File: config.mk
export PLATFORM = sky130hd
export DESIGN_NAME = sdhost_wrap
export DESIGN_NICKNAME = d
export VERILOG_FILES = /design/src/rtl/sdhw_pkg.sv /design/src/rtl/sdhw_decode.sv /design/src/rtl/sdhw_regbank.sv /design/src/rtl/sdhw_irq.sv /design/src/rtl/sdhost_wrap.sv
export SDC_FILE = /design/constraint.sdc
export NUM_CORES = 2
export LEC_CHECK = 0
export BUFFER_PORTS_ARGS = -buffer_cell sky130_fd_sc_hd__buf_2
export CAP_MARGIN = 20
export CELL_PAD_IN_SITES_DETAIL_PLACEMENT = 0
export CELL_PAD_IN_SITES_GLOBAL_PLACEMENT = 1
export CORE_MARGIN = 3
export CORE_UTILIZATION = 35
export CTS_CLUSTER_DIAMETER = 30
export DETAILED_ROUTE_END_ITERATION = 10
export PLACE_DENSITY = 0.59
export REMOVE_ABC_BUFFERS = 1
export SETUP_SLACK_MARGIN = 0.15
export SLEW_MARGIN = 20
export SYNTH_ARGS = -nofsm -noshare
export SYNTH_HDL_FRONTEND = slang
export SYNTH_HIERARCHICAL = 1
export SYNTH_SLANG_ARGS = --single-unit
File: constraint.sdc
create_clock -name clk -period 2.6 [get_ports clk]
set_clock_uncertainty 0.1 [all_clocks]
set_input_delay 0 -clock clk [delete_from_list [all_inputs] [get_ports clk]]
set_output_delay 0 -clock clk [all_outputs]
set_load 0.01 [all_outputs]
File: src/rtl/sdhw_pkg.sv
package sdhw_pkg;

  typedef enum logic [1:0] {
    RG_GLOBAL = 2'd0,
    RG_SLOT   = 2'd1,
    RG_BAD    = 2'd2
  } region_e;

  typedef enum logic [1:0] {
    AL_NONE = 2'd0,
    AL_CAP  = 2'd1,
    AL_MC   = 2'd2
  } alias_e;

  localparam logic [31:0] ID_WORD_RST   = 32'h0003_0000;
  localparam logic [31:0] TIMER_WD_RST  = 32'h0000_0005;
  localparam int          PAGE_BYTES    = 256;
  localparam int          GWORDS        = PAGE_BYTES / 4;
  localparam int          STAT_WORD     = GWORDS - 1;

  function automatic logic [31:0] glb_reset_value(input int w);
    case (w)
      0:       return ID_WORD_RST;
      1:       return TIMER_WD_RST;
      default: return 32'h0;
    endcase
  endfunction

endpackage

File: src/rtl/sdhw_decode.sv
module sdhw_decode
  import sdhw_pkg::*;
#(
  parameter int NSLOT = 2,
  localparam int SW = (NSLOT > 1) ? $clog2(NSLOT) : 1
) (
  input  logic [11:0]   addr,
  output logic          misal,
  output region_e       region,
  output logic [SW-1:0] slot_idx,
  output alias_e        alias_kind,
  output logic [SW-1:0] alias_slot
);

  logic [3:0] page;
  logic [7:0] off;

  assign page  = addr[11:8];
  assign off   = {addr[7:2], 2'b00};
  assign misal = |addr[1:0];

  always_comb begin
    region   = RG_BAD;
    slot_idx = '0;
    if (page == 4'd0) begin
      region = RG_GLOBAL;
    end else if (int'(page) <= NSLOT) begin
      region   = RG_SLOT;
      slot_idx = SW'(page - 4'd1);
    end
  end

  always_comb begin
    alias_kind = AL_NONE;
    alias_slot = '0;
    for (int i = 0; i < NSLOT; i++) begin
      if (off == 8'(16 + 16 * i)) begin
        alias_kind = AL_CAP;
        alias_slot = SW'(i);
      end else if (off == 8'(24 + 16 * i)) begin
        alias_kind = AL_MC;
        alias_slot = SW'(i);
      end
    end
  end

endmodule

File: src/rtl/sdhw_regbank.sv
module sdhw_regbank
  import sdhw_pkg::*;
#(
  parameter int          NSLOT   = 2,
  parameter logic [31:0] CAP_RST = 32'h01E8_0080,
  parameter logic [31:0] MC_RST  = 32'h0000_0000,
  localparam int WW = $clog2(GWORDS)
) (
  input  logic                  clk,
  input  logic                  rst_n,
  input  logic                  wr_en,
  input  logic [WW-1:0]         wr_word,
  input  logic [31:0]           wdata,
  input  logic [NSLOT-1:0]      cap_we,
  input  logic [NSLOT-1:0]      mc_we,
  input  logic [WW-1:0]         rd_word,
  output logic [31:0]           rd_data,
  output logic [NSLOT*32-1:0]   cap_o,
  output logic [NSLOT*32-1:0]   mc_o
);

  logic [31:0] mem_q [GWORDS];
  logic [31:0] mem_n [GWORDS];
  logic [31:0] cap_q [NSLOT];
  logic [31:0] cap_n [NSLOT];
  logic [31:0] mc_q  [NSLOT];
  logic [31:0] mc_n  [NSLOT];

  always_comb begin
    mem_n = mem_q;
    if (wr_en) mem_n[wr_word] = wdata;
    for (int i = 0; i < NSLOT; i++) begin
      cap_n[i] = cap_we[i] ? wdata : cap_q[i];
      mc_n[i]  = mc_we[i]  ? wdata : mc_q[i];
    end
  end

  always_ff @(posedge clk or negedge rst_n) begin
    if (!rst_n) begin
      for (int w = 0; w < GWORDS; w++) mem_q[w] <= glb_reset_value(w);
      for (int i = 0; i < NSLOT; i++) begin
        cap_q[i] <= CAP_RST;
        mc_q[i]  <= MC_RST;
      end
    end else begin
      mem_q <= mem_n;
      cap_q <= cap_n;
      mc_q  <= mc_n;
    end
  end

  assign rd_data = mem_q[rd_word];

  for (genvar g = 0; g < NSLOT; g++) begin : g_lane
    assign cap_o[g*32 +: 32] = cap_q[g];
    assign mc_o[g*32 +: 32]  = mc_q[g];

    // alias write lands at the edge that takes it
    p_cap_write_r3: assert property (@(posedge clk) disable iff (!rst_n)
      cap_we[g] |=> (cap_o[g*32 +: 32] == $past(wdata)));
    p_mc_write_r3: assert property (@(posedge clk) disable iff (!rst_n)
      mc_we[g] |=> (mc_o[g*32 +: 32] == $past(wdata)));
  end

endmodule

File: src/rtl/sdhw_irq.sv
module sdhw_irq #(
  parameter int NSLOT = 2
) (
  input  logic             clk,
  input  logic             rst_n,
  input  logic [NSLOT-1:0] lvl_i,
  output logic [NSLOT-1:0] status_o,
  output logic             irq_o
);

  logic [NSLOT-1:0] lvl_q;
  logic [NSLOT-1:0] chg;
  logic             irq_q;
  logic             irq_n;

  assign chg = lvl_i ^ lvl_q;

  always_comb begin
    irq_n = irq_q;
    for (int i = 0; i < NSLOT; i++) begin
      if (chg[i]) irq_n = lvl_i[i];
    end
  end

  always_ff @(posedge clk or negedge rst_n) begin
    if (!rst_n) begin
      lvl_q <= '0;
      irq_q <= 1'b0;
    end else begin
      lvl_q <= lvl_i;
      irq_q <= irq_n;
    end
  end

  assign status_o = lvl_q;
  assign irq_o    = irq_q;

  for (genvar g = 0; g < NSLOT; g++) begin : g_chk
    // a lone rise sets its bit and the output
    p_rise_sets_r7: assert property (@(posedge clk) disable iff (!rst_n)
      ((chg == (NSLOT'(1) << g)) && lvl_i[g]) |=> (status_o[g] && irq_o));
    // a lone fall clears its bit and the output
    p_fall_clears_r8: assert property (@(posedge clk) disable iff (!rst_n)
      ((chg == (NSLOT'(1) << g)) && !lvl_i[g]) |=> (!status_o[g] && !irq_o));
  end

  // held levels leave the output alone
  p_hold_stable_r9: assert property (@(posedge clk) disable iff (!rst_n)
    (chg == '0) |=> ($stable(irq_o) && $stable(status_o)));

endmodule

File: src/rtl/sdhost_wrap.sv
module sdhost_wrap
  import sdhw_pkg::*;
#(
  parameter int          NSLOT   = 2,
  parameter logic [31:0] CAP_RST = 32'h01E8_0080,
  parameter logic [31:0] MC_RST  = 32'h0000_0000
) (
  input  logic                clk,
  input  logic                rst_n,
  input  logic                req_valid,
  output logic                req_ready,
  input  logic                req_write,
  input  logic [11:0]         req_addr,
  input  logic [31:0]         req_wdata,
  output logic                rsp_valid,
  output logic [31:0]         rsp_rdata,
  output logic                err_pulse,
  output logic [NSLOT-1:0]    fwd_sel,
  output logic                fwd_write,
  output logic [7:0]          fwd_addr,
  output logic [31:0]         fwd_wdata,
  input  logic [NSLOT*32-1:0] fwd_rdata,
  input  logic [NSLOT-1:0]    slot_irq,
  output logic                irq_out,
  output logic [NSLOT*32-1:0] slot_cap,
  output logic [NSLOT*32-1:0] slot_maxcur
);

  localparam int SW = (NSLOT > 1) ? $clog2(NSLOT) : 1;
  localparam int WW = $clog2(GWORDS);

  logic          misal;
  region_e       region;
  logic [SW-1:0] slot_idx;
  alias_e        alias_kind;
  logic [SW-1:0] alias_slot;
  logic [WW-1:0] gword;
  logic          bad;
  logic          is_stat;
  logic          glb_plain;
  logic          glb_wr;
  logic [NSLOT-1:0] cap_we;
  logic [NSLOT-1:0] mc_we;
  logic [31:0]   bank_rd;
  logic [NSLOT-1:0] status;
  logic [31:0]   rd_mux;
  logic          rsp_valid_n, err_n;
  logic [31:0]   rdata_n;
  logic          rsp_valid_q, err_q;
  logic [31:0]   rdata_q;

  sdhw_decode #(.NSLOT(NSLOT)) u_dec (
    .addr       (req_addr),
    .misal      (misal),
    .region     (region),
    .slot_idx   (slot_idx),
    .alias_kind (alias_kind),
    .alias_slot (alias_slot)
  );

  assign gword     = req_addr[WW+1:2];
  assign bad       = misal || (region == RG_BAD);
  assign is_stat   = (int'(gword) == STAT_WORD);
  assign glb_plain = (region == RG_GLOBAL) && !misal && (alias_kind == AL_NONE);
  assign glb_wr    = req_valid && req_write && glb_plain && !is_stat;

  always_comb begin
    for (int i = 0; i < NSLOT; i++) begin
      cap_we[i]  = req_valid && req_write && !misal && (region == RG_GLOBAL) &&
                   (alias_kind == AL_CAP) && (alias_slot == SW'(i));
      mc_we[i]   = req_valid && req_write && !misal && (region == RG_GLOBAL) &&
                   (alias_kind == AL_MC) && (alias_slot == SW'(i));
      fwd_sel[i] = req_valid && !misal && (region == RG_SLOT) &&
                   (slot_idx == SW'(i));
    end
  end

  sdhw_regbank #(.NSLOT(NSLOT), .CAP_RST(CAP_RST), .MC_RST(MC_RST)) u_bank (
    .clk     (clk),
    .rst_n   (rst_n),
    .wr_en   (glb_wr),
    .wr_word (gword),
    .wdata   (req_wdata),
    .cap_we  (cap_we),
    .mc_we   (mc_we),
    .rd_word (gword),
    .rd_data (bank_rd),
    .cap_o   (slot_cap),
    .mc_o    (slot_maxcur)
  );

  sdhw_irq #(.NSLOT(NSLOT)) u_irq (
    .clk      (clk),
    .rst_n    (rst_n),
    .lvl_i    (slot_irq),
    .status_o (status),
    .irq_o    (irq_out)
  );

  always_comb begin
    rd_mux = 32'h0;
    if (region == RG_SLOT) begin
      rd_mux = fwd_rdata[slot_idx*32 +: 32];
    end else if (alias_kind == AL_CAP) begin
      rd_mux = slot_cap[alias_slot*32 +: 32];
    end else if (alias_kind == AL_MC) begin
      rd_mux = slot_maxcur[alias_slot*32 +: 32];
    end else if (is_stat) begin
      rd_mux = 32'(status);
    end else begin
      rd_mux = bank_rd;
    end
  end

  always_comb begin
    rsp_valid_n = req_valid && !req_write;
    rdata_n     = (rsp_valid_n && !bad) ? rd_mux : 32'h0;
    err_n       = req_valid && bad;
  end

  always_ff @(posedge clk or negedge rst_n) begin
    if (!rst_n) begin
      rsp_valid_q <= 1'b0;
      rdata_q     <= 32'h0;
      err_q       <= 1'b0;
    end else begin
      rsp_valid_q <= rsp_valid_n;
      rdata_q     <= rdata_n;
      err_q       <= err_n;
    end
  end

  assign req_ready = 1'b1;
  assign rsp_valid = rsp_valid_q;
  assign rsp_rdata = rdata_q;
  assign err_pulse = err_q;
  assign fwd_write = req_write;
  assign fwd_addr  = req_addr[7:0];
  assign fwd_wdata = req_wdata;

  // at most one slot selected, only for a live aligned request
  p_sel_onehot_r4: assert property (@(posedge clk) disable iff (!rst_n)
    $onehot0(fwd_sel));
  p_sel_needs_req_r4: assert property (@(posedge clk) disable iff (!rst_n)
    (|fwd_sel) |-> (req_valid && !(|req_addr[1:0])));
  // a rejected access returns zero data
  p_err_zero_r5: assert property (@(posedge clk) disable iff (!rst_n)
    err_pulse |-> (rsp_rdata == 32'h0));
  // a misaligned access forwards nothing
  p_misal_nofwd_r6: assert property (@(posedge clk) disable iff (!rst_n)
    (req_valid && (|req_addr[1:0])) |-> (fwd_sel == '0));

endmodule

==> reports/metrics.cfg <==
[grt]
grt_pass1_wl_um = 489000
grt_usage_pct = 22.48
grt_max_degree = 115
grt_overflow = 0
grt_pass1_vias = 69878
grt_antenna_before_repair = 15

[routing]
drtIter0Drc = 4071
wl_met3_um = 16820
wl_per_cell_um = 28.36
drt-pass1-iter-count = 5
finalWirelength_um = 333000
viasPerCell = 5.420
dr_wl_met2_um = 160200
ant_nets = 0
top_layer = met5
drc = 0
m1WireLength_um = 147000
vias = 63643

[timing]
setup_viol = 0
fmax_ghz = 0.3964
tns_ps = 0
slew_violations = 0
rsz0062_at_grt = true
finalWorstSetupSlack_ps = 77.48
tightestPinTransition_ps = 1089
max_slew_margin_pct = 27.38
fin_crit_ps = 2523
hold_viol_final = 0
hold_ws_ps = 7.928
finalCritPeriodShare_pct = 97.02

[cts]
clkTransAtPathRegs_ps = 50
cts_tree = yes
cts.sinks = 2213
clk_latency_ps = 920
htreeDepth = 6
cts_max_path_buffers = 4
numCtsBuffers = 537
root_buffer = clkbuf_16

[placement]
pre_cts_slack_ps = -856.2
dpl-instance-area_um2 = 112600
port_buffers = 319
gp_congestion = 0.8052
dp.cells = 10598
place_hpwl_um = 219000

[logic_synthesis]
synth_cell_type_count = 62
synth_edf_count = 0
async_flop_share_pct = 100.0
synth_area_leaders = dfrtp_1, mux2_2, mux4_2
syn_inst = 6465
syn_area_um2 = 100600
avgSynthCellArea_um2 = 15.56
yosysSeqAreaShare_pct = 55.08
synth_flop_cell = dfrtp_1
yosysWarnings = 6
synth_seq_cells = 2213
yosysTopAreaCellShare_pct = 54.66
synth_top_cell_by_area = dfrtp_1

[floorplan]
coreArea_um2 = 285500
dieWidth_um = 542.1
initial_core_util_pct = 35.23
die_area_um2 = 293800
die_h_um = 542.1
io_pins = 321
rows = 196

[finish]
finalNonFillerCells = 11742
multiInputGateArea_um2 = 43170
area_delta_synth_final_pct = 33.01
seqCellArea_um2 = 55400
fillers = 24771
final_cell_area_um2 = 133800
final_util_pct = 46.86
drive_gt1_share_pct = 60.85
fin_nets = 7672

[pwr]
p_clk_share_pct = 62.5
comb_power_share_pct = 5.1
p_int_mw = 83.17
switchingPower_mw = 24.45
ir_drop_mv = 0.5205
finalPower_mw = 107.6
swShare_pct = 22.72
p_per_area_nw_per_um2 = 804.5
p_seq_share_pct = 32.4
power.leakage_nw = 64.25

[critical_path]
worstReg2RegEnd = rsp_rdata[8]
start_kind = flop
path_max_fanout = 2
critical_path_class = reg2reg
rrSetupSlack_ps = 80
required_ps = 3240
ff2ff_path_depth = 9
critical_path_arrival_ps = 3160
endpoint_kind = flop
r2r_start = u_bank/mem_q[1224]

[worst_hold_path]
worstHoldPathType = in2reg
hold_path_startpoint = req_addr[7]
hold_depth = 5
hold_path_end = rsp_rdata[29]

[status]
status = completed

[job]
cap_violations = 0

==> synth_stat cells, types with 14 or more instances <==
library cell / instances
a211oi_1: 33
a21oi_1: 27
a221oi_1: 39
buf_1: 67
buf_2: 252
buf_4: 82
buf_6: 14
clkbuf_1: 275
dfrtp_1: 2197
dfstp_2: 16
mux2_2: 2216
mux2i_1: 154
mux4_2: 489
nand2_1: 59
nand2b_1: 14
nor2_1: 103
nor2b_1: 42
nor3_1: 31
nor4_1: 27
o21ai_0: 34
o221ai_1: 25
o22a_1: 19
o22ai_1: 135
o32ai_1: 32
==> repair_timing <==
item	4_1_cts	5_1_grt
hold buffers	178	0
gates cloned	0	1
resized for setup	86	67
endpoints found under the setup margin	136	60
pin swaps	14	25
setup buffers	0	4
endpoints found under the hold margin	3956	0
==> worst max-delay path, cell delays in order, from the launching register on <==
cell and delay, ps:
dfrtp_1 390, mux4_2 490, o22ai_4 270, nor4_4 70
buf_6 150, o22a_1 240, buf_12 160, a221oi_4 280
buf_6 160, o32ai_2 70
==> cells in the final DEF, fill, tap and decap left out, types with 12 or more instances in the layout <==
cell type,synthesis,final
mux2_2,2216,2216
dfrtp_1,2197,2197
clkbuf_16,0,543
buf_4,82,499
mux4_2,489,489
buf_2,252,314
buf_12,0,236
dlygate4sd3_1,0,177
mux2i_1,154,140
o22ai_1,135,109
clkbuf_1,275,103
clkinv_2,0,89
clkbuf_8,0,86
bufinv_16,0,57
nor2_1,103,52
nor2_4,0,50
nand2_1,59,43
nor2b_1,42,40
o21ai_0,34,32
o32ai_1,32,31
a211oi_1,33,30
clkinvlp_4,0,29
nor3_1,31,29
a21oi_1,27,25
a221oi_2,3,23
o221ai_1,25,22
o22ai_2,0,21
nand2_2,0,16
dfstp_2,16,16
a221oi_1,39,15
nor4_2,0,14
buf_6,14,13
nand2b_1,14,13
inv_16,0,12
==> registers in the layout, indices dropped and copies added (netlist names) <==
name,cells
u_irq/irq_o,1
u_bank/cap_o,64
rsp_valid,1
rsp_rdata,32
u_bank/mem_q,2048
err_pulse,1
u_irq/status_o,2
u_bank/mc_o,64
==> power groups by stage <==
stage | sequential (mW) | combinational [mW] | clock (mW)
detailed placement | 35.4 | 5.16 | 0
global placement | 35.4 | 5.10 | 0
global route | 34.9 | 5.85 | 70.4
CTS | 34.9 | 5.49 | 68.4
floorplan | 35.4 | 1.11 | 0
finish | 34.9 | 5.49 | 67.3
==> cell families (layout without fill, tap and decap cells) <==
logic type / after synthesis / in the layout / share of synthesized area [%]
DFF: 2213 / 2213 / 55.08
buffers and inverters: 692 / 2202 / 3.308
xor gates and xnor gates: 3 / 3 / 0.02613
AOI/OAI and AO/OA: 366 / 366 / 2.595
muxes: 2859 / 2859 / 37.29
other: 1 / 6 / 0.003729
and+or+nand+nor: 331 / 331 / 1.693
==> worst max-delay path by stage <==
stage	cells past startpoint	end	from	slack, ps
2_1_floorplan	4	u_bank/cap_o[0]	req_addr[7]	-3630
3_3_place_gp	12	rsp_rdata[9]	req_addr[5]	-1480
3_5_place_dp	13	u_bank/mem_q[1082]	req_addr[9]	-860
4_1_cts	9	rsp_rdata[18]	u_bank/mem_q[1810]	7
5_1_grt	9	rsp_rdata[8]	u_bank/mem_q[1416]	10
6_report	9	rsp_rdata[8]	u_bank/mem_q[1224]	80
==> cell type report <==
type	instances	share of cell area, %
inverter	1	0.002806
timing repair buffer	1245	9.034
antenna	5	0.009353
tap	3762	3.519
clock buffer	731	11.31
clock inverter	225	2.440
multi-input combinational	3560	32.27
sequential	2213	41.41
==> per-layer routing <==
layer	vias to the layer above	global-route usage [%]
met2	1654	36.89
met5	-	0
met3	530	4.055
li1	26552	-
met1	34905	30.60
met4	2	6.242
(Power assumes the default switching activity.)
